File: config.mk
export PLATFORM = sky130hd
export DESIGN_NAME = ext_bus_seq
export DESIGN_NICKNAME = d
export VERILOG_FILES = /design/src/rtl/ext_bus_seq.sv
export SDC_FILE = /design/constraint.sdc
export NUM_CORES = 1
export LEC_CHECK = 0
export ABC_AREA = 0
export BUFFER_PORTS_ARGS = -buffer_cell sky130_fd_sc_hd__buf_4
export CORE_MARGIN = 4
export CORE_UTILIZATION = 50
export CTS_BUF_LIST = sky130_fd_sc_hd__clkbuf_8
export DETAILED_ROUTE_END_ITERATION = 7
export HOLD_SLACK_MARGIN = 0.02
export PLACE_DENSITY = 0.79
export SLEW_MARGIN = 20
export SYNTH_ARGS = -nofsm -noshare
export SYNTH_HDL_FRONTEND = slang
export SYNTH_SLANG_ARGS = --single-unit
File: constraint.sdc
create_clock -name clk -period 2.1 [get_ports clk]
set_clock_uncertainty 0.1 [all_clocks]
set_input_delay 0.21 -clock clk [delete_from_list [all_inputs] [get_ports clk]]
set_output_delay 0.21 -clock clk [all_outputs]
set_load 0.02 [all_outputs]
File: src/rtl/ext_bus_seq.sv
module ext_bus_seq #(
  parameter int DW = 8,
  parameter int STATES = 6,
  parameter int PHASES = 2,
  parameter int RST_CYCLES = 2,
  parameter bit ALE_HI = 1'b1,
  parameter bit PSEN_HI = 1'b0,
  parameter bit RD_HI = 1'b0,
  parameter bit WR_HI = 1'b0
) (
  input  logic          clk,
  input  logic          rst,
  input  logic          req_valid,
  input  logic          req_data,
  input  logic          req_wr,
  input  logic          req_wide,
  input  logic [2*DW-1:0] req_addr,
  input  logic [DW-1:0] req_wdata,
  input  logic          ext_exec,
  input  logic          ale_off,
  input  logic [DW-1:0] p2_reg,
  input  logic [DW-1:0] p0_in,
  output logic          ale,
  output logic          psen,
  output logic          rd,
  output logic          wr,
  output logic [DW-1:0] p0_out,
  output logic          p0_oe,
  output logic [DW-1:0] p2_out,
  output logic [DW-1:0] rdata,
  output logic          rdata_valid,
  output logic          slot
);
  localparam int AW = 2 * DW;
  localparam int CYC = STATES * PHASES;
  localparam int HALF = CYC / 2;
  localparam int PW = $clog2(CYC);
  localparam int RST_CLKS = RST_CYCLES * CYC;
  localparam int RW = $clog2(RST_CLKS + 1);
  localparam logic [PW-1:0] LAST = PW'(CYC - 1);
  localparam logic [PW-1:0] MIDCAP = PW'(HALF - 1);
  localparam logic [PW-1:0] HALF_P = PW'(HALF);
  localparam logic [PW-1:0] WIN = PW'(PHASES);
  localparam logic [1:0] K_IDLE = 2'd0, K_FETCH = 2'd1, K_RD = 2'd2, K_WR = 2'd3;

  logic [PW-1:0] ph;
  logic [1:0]    kind;
  logic [AW-1:0] cur_addr;
  logic [DW-1:0] wdat;
  logic          wide;
  logic          in_rst;
  logic [RW-1:0] hcnt;

  wire half = ph >= HALF_P;
  wire [PW-1:0] sub = half ? ph - HALF_P : ph;
  wire lead = sub < WIN;
  wire is_data = kind[1];
  wire [AW-1:0] naddr = cur_addr + AW'(1);
  wire [AW-1:0] baddr = (kind == K_FETCH && half) ? naddr : cur_addr;
  wire addr_phase = lead && (kind == K_FETCH || (is_data && !half));

  wire ale_a  = !in_rst && lead &&
                (kind == K_FETCH || (is_data && !half) ||
                 (kind == K_IDLE && (!ale_off || ext_exec)));
  wire psen_a = !in_rst && kind == K_FETCH && !lead;
  wire rd_a   = !in_rst && kind == K_RD && ph >= WIN;
  wire wr_a   = !in_rst && kind == K_WR && ph >= WIN;
  wire addr_a = !in_rst && addr_phase;
  wire cap    = !in_rst && ((kind == K_FETCH && (ph == MIDCAP || ph == LAST)) ||
                            (kind == K_RD && ph == LAST));

  assign ale    = ale_a  ? ALE_HI  : !ALE_HI;
  assign psen   = psen_a ? PSEN_HI : !PSEN_HI;
  assign rd     = rd_a   ? RD_HI   : !RD_HI;
  assign wr     = wr_a   ? WR_HI   : !WR_HI;
  assign p0_oe  = addr_a || wr_a;
  assign p0_out = addr_a ? baddr[DW-1:0] : (wr_a ? wdat : '0);
  assign p2_out = (!in_rst && (kind == K_FETCH || (is_data && wide))) ? baddr[AW-1:DW] : p2_reg;
  assign slot   = !in_rst && ph == LAST;

  always_ff @(posedge clk) begin
    if (!rst) begin
      hcnt   <= '0;
      in_rst <= 1'b0;
    end else begin
      if (hcnt != RW'(RST_CLKS - 1)) hcnt <= hcnt + RW'(1);
      else in_rst <= 1'b1;
    end
  end

  always_ff @(posedge clk) begin
    if (in_rst) begin
      ph          <= '0;
      kind        <= K_IDLE;
      rdata_valid <= 1'b0;
      rdata       <= '0;
      cur_addr    <= '0;
      wdat        <= '0;
      wide        <= 1'b0;
    end else begin
      ph          <= (ph == LAST) ? '0 : ph + PW'(1);
      rdata_valid <= cap;
      if (cap) rdata <= p0_in;
      if (ph == LAST) begin
        kind     <= !req_valid ? K_IDLE : (!req_data ? K_FETCH : (req_wr ? K_WR : K_RD));
        cur_addr <= req_addr;
        wdat     <= req_wdata;
        wide     <= req_wide;
      end
    end
  end
endmodule

==> impl_metrics.xml <==
<?xml version="1.0" encoding="UTF-8"?>
<metrics>
  <group name="status">
    <metric name="status" unit="">complete, but fails checks</metric>
    <metric name="failed_checks" unit="">negative setup slack</metric>
  </group>
  <group name="logic_synthesis">
    <metric name="ys_dominant_reg_cell" unit="">sky130_fd_sc_hd__dfxtp_1</metric>
    <metric name="synth_edf_count" unit="">0</metric>
    <metric name="postSynthRegisterBits" unit="">46</metric>
    <metric name="syn_area" unit="um^2">2405</metric>
    <metric name="ys_top_cells_by_area" unit="">sky130_fd_sc_hd__dfxtp_1, sky130_fd_sc_hd__nand2_1, sky130_fd_sc_hd__a21oi_1, sky130_fd_sc_hd__mux2i_1, sky130_fd_sc_hd__xnor2_1</metric>
    <metric name="post_synth_num_cell_types" unit="">46</metric>
    <metric name="post_synthesis_cells" unit="">308</metric>
    <metric name="syn-num-nets" unit="">361</metric>
    <metric name="yosys_warnings" unit="">0</metric>
    <metric name="syn_area_per_cell" unit="um^2">7.808</metric>
    <metric name="ys_async_sr_fraction" unit="%">0</metric>
    <metric name="synth_seq_area_share" unit="%">38.29</metric>
    <metric name="yosys.area.top_type" unit="">sky130_fd_sc_hd__dfxtp_1</metric>
    <metric name="synth_largest_type_area_fraction" unit="%">38.29</metric>
  </group>
  <group name="cts">
    <metric name="latest_clock_arrival_within_the_worst_skew_pair" unit="ns">0.31</metric>
    <metric name="clk_pin_slew_worst_paths" unit="ns">0.09</metric>
    <metric name="cts.path.max_buffers" unit="">2</metric>
    <metric name="tritoncts" unit="">done</metric>
    <metric name="ctsRootBufferMaster" unit="">sky130_fd_sc_hd__clkbuf_8</metric>
    <metric name="htree_num_levels" unit="">2</metric>
    <metric name="number_of_cts_inserted_buffers" unit="">5</metric>
    <metric name="tritoncts_num_sinks" unit="">46</metric>
    <metric name="cts_hold_repair.buffers" unit="">0</metric>
  </group>
  <group name="floorplanning">
    <metric name="fp.dieW" unit="um">77.35</metric>
    <metric name="initial_utilization" unit="%">53.39</metric>
    <metric name="floorplan.io_pins" unit="">79</metric>
    <metric name="die_height" unit="um">77.35</metric>
    <metric name="floorplan.rows" unit="">24</metric>
    <metric name="core" unit="um^2">4504</metric>
    <metric name="floorplan.die_area" unit="um^2">5983</metric>
  </group>
  <group name="grt">
    <metric name="grt_start_max_net_pins" unit="">29</metric>
    <metric name="grtUsageMet3" unit="%">6.944</metric>
    <metric name="vias_in_the_first_global_route" unit="">2606</metric>
    <metric name="grt_busiest_layer" unit="">met2</metric>
    <metric name="groute.usage.overall" unit="%">25.45</metric>
    <metric name="grt_antenna_before_repair" unit="">0</metric>
    <metric name="overflow" unit="">0</metric>
    <metric name="grt_pass1_wl" unit="um">12330</metric>
    <metric name="use_met1" unit="%">29.89</metric>
    <metric name="use_met2" unit="%">43.52</metric>
  </group>
  <group name="routing">
    <metric name="drtPass1Iterations" unit="">5</metric>
    <metric name="vias" unit="">2877</metric>
    <metric name="detailedRoute.firstIterationViolations" unit="">295</metric>
    <metric name="wl_per_cell" unit="um">19.31</metric>
    <metric name="wirelength" unit="um">9248</metric>
    <metric name="drc" unit="">0</metric>
    <metric name="route.detailed.vias_per_inst" unit="">6.006</metric>
    <metric name="postRouteAntennaNets" unit="">0</metric>
  </group>
  <group name="timing">
    <metric name="timing.setup.tns" unit="ns">-1.854</metric>
    <metric name="fin_crit_sh" unit="%">111.2</metric>
    <metric name="slew_violations" unit="">0</metric>
    <metric name="timing_hold_violations_final" unit="">0</metric>
    <metric name="final-setup-viol-count" unit="">17</metric>
    <metric name="fin_worst_hold_slack" unit="ns">0.03249</metric>
    <metric name="rsz0062_at_grt" unit="">true</metric>
    <metric name="max_slew_margin" unit="%">71.10</metric>
    <metric name="final_period_minus_worst_setup_slack" unit="ns">2.335</metric>
    <metric name="slew_at_the_pin_with_the_worst_max_slew_slack" unit="ns">0.4296</metric>
    <metric name="max_clock_freq" unit="GHz">0.4283</metric>
    <metric name="final_critical_path_setup_slack" unit="ns">-0.2346</metric>
  </group>
  <group name="power">
    <metric name="final_total_power" unit="uW">5678</metric>
    <metric name="leakagePower" unit="uW">0.001762</metric>
    <metric name="maximum_vdd_drop" unit="mV">0.8660</metric>
    <metric name="power-per-cell-area" unit="nW/um^2">1457</metric>
  </group>
  <group name="cells_and_area">
    <metric name="utilization" unit="%">86.50</metric>
    <metric name="top_library_cells_by_usage_in_the_layout_fill_and_taps_aside" unit="">sky130_fd_sc_hd__buf_4, sky130_fd_sc_hd__nand2_1, sky130_fd_sc_hd__dfxtp_1</metric>
    <metric name="drive_gt1_share" unit="%">46.37</metric>
    <metric name="antenna_cells_inserted" unit="">0</metric>
    <metric name="layout-area-overhead-vs-synth" unit="%">62.02</metric>
    <metric name="finalNetCount" unit="">479</metric>
    <metric name="layout.cells.most_common" unit="">sky130_fd_sc_hd__buf_4</metric>
    <metric name="num-fill-cells" unit="">233</metric>
  </group>
  <group name="placed_design">
    <metric name="gpl.final_weighted_congestion" unit="">0.9176</metric>
    <metric name="place.port_buffers" unit="">78</metric>
    <metric name="pre_cts_slack" unit="ns">0.05591</metric>
    <metric name="detailedPlacementHpwl" unit="um">4895</metric>
  </group>
  <group name="critical_path">
    <metric name="crit_slowest_cell" unit="">sky130_fd_sc_hd__or4_1</metric>
    <metric name="wp_buf_inv" unit="">1</metric>
    <metric name="setup.worst_path.class" unit="">reg2out</metric>
    <metric name="cpLargestDelayFamily" unit="">simple AND/OR/NAND/NOR gates</metric>
    <metric name="worst_setup_path_start_kind" unit="">flop</metric>
    <metric name="timing.critical_path.cells" unit="">ha_4 &gt; and4b_2 &gt; nand2_4 &gt; or4_1 &gt; a31oi_1 &gt; buf_4</metric>
    <metric name="end_kind" unit="">primary output</metric>
    <metric name="worst_ep_arrival_time" unit="ns">2.02</metric>
    <metric name="timing.critical_path.fanout_max" unit="">5</metric>
    <metric name="critical-path-max-stage-delay" unit="ns">0.50</metric>
    <metric name="critical_path_required" unit="ns">1.79</metric>
  </group>
  <group name="run">
    <metric name="drv.max_cap_violation_count" unit="">0</metric>
  </group>
  <group name="min_path">
    <metric name="worstHoldPathType" unit="">in2reg</metric>
  </group>
</metrics>
Yosys cell counts, types with 3 or more instances:
library cell	count
sky130_fd_sc_hd__a21oi_1	34
sky130_fd_sc_hd__a31oi_1	7
sky130_fd_sc_hd__and3_1	4
sky130_fd_sc_hd__buf_2	6
sky130_fd_sc_hd__clkbuf_1	9
sky130_fd_sc_hd__dfxtp_1	46
sky130_fd_sc_hd__ha_1	5
sky130_fd_sc_hd__inv_1	5
sky130_fd_sc_hd__mux2i_1	15
sky130_fd_sc_hd__nand2_1	84
sky130_fd_sc_hd__nand3_1	7
sky130_fd_sc_hd__nand3b_1	4
sky130_fd_sc_hd__nand4_1	5
sky130_fd_sc_hd__nor2_1	17
sky130_fd_sc_hd__nor3_1	3
sky130_fd_sc_hd__nor4_1	3
sky130_fd_sc_hd__o2bb2ai_1	3
sky130_fd_sc_hd__o31ai_1	3
sky130_fd_sc_hd__or4_1	3
sky130_fd_sc_hd__xnor2_1	9
sky130_fd_sc_hd__xor2_1	5
per-stage QoR:
| stage | std cells | cell area, um^2 |
|---|---|---|
| after floorplan | 308 | 2411 |
| after global placement | 448 | 3194 |
| after detailed placement | 448 | 3194 |
| after CTS | 468 | 3548 |
| after global routing | 479 | 3896 |
| final | 479 | 3896 |
where the power goes:
part | switching, uW | internal [uW] | total (uW)
registers | 409 | 1320 | 1730
logic | 1770 | 1610 | 3380
clock network | 333 | 234 | 568
layout make-up:
class	instances	area, um^2	share of cell area [%]
multi-input cells	239	1707	43.80
repair buffers	127	1056	27.10
flip-flops and latches	46	952.2	24.44
well taps	52	65.06	1.670
clock buffers	5	68.82	1.766
clock inverters	3	21.27	0.5459
inverters	7	26.28	0.6744
registers in the layout, summed over array words and instances (netlist names):
| name | count |
|---|---|
| cur_addr | 16 |
| ph | 4 |
| hcnt | 5 |
| kind | 2 |
| in_rst | 1 |
| wdat | 8 |
| rdata | 8 |
| rdata_valid | 1 |
| wide | 1 |
tightest hold or removal path: stages:
cell and delay [ns]:
sky130_fd_sc_hd__buf_4 0.11, sky130_fd_sc_hd__nand2_1 0.04, sky130_fd_sc_hd__a21oi_1 0.05
timing repair:
item,4_1_cts,5_1_grt
gates resized for setup,43,60
endpoints found under the setup margin,17,19
pin swaps,19,14
buffers inserted,13,13
per-layer routing:
metal / wire length, um / share of wire (%)
met4: 367 / 4.0
met1: 3351 / 36
met5: 0 / 0
met2: 4615 / 50
met3: 913 / 9.9
worst paths after layout:
kind,cells after the start,from,to,slack [ns]
worst max register to register,7,ph[1]$_SDFF_PP0_,cur_addr[13]$_SDFFE_PP0N_,0.17
worst min register to register,2,wdat[6]$_SDFFE_PP0N_,wdat[6]$_SDFFE_PP0N_,0.37
worst min-delay path,3,req_addr[10],cur_addr[10]$_SDFFE_PP0N_,0.03
worst max-delay path,6,cur_addr[0]$_SDFFE_PP0N_,p2_out[6],-0.23
kinds of logic after synthesis:
kind of cell | count (synthesis) | synth area share [%]
and+or+nand+nor | 148 | 29.86
AOI/OAI and AO/OA | 57 | 14.00
DFF | 46 | 38.29
buffers and inverters | 23 | 3.902
muxes | 15 | 6.243
xor gates and xnor gates | 14 | 5.099
adders and majority gates | 5 | 2.601
Note: power is estimated with default switching activity, not from simulation.
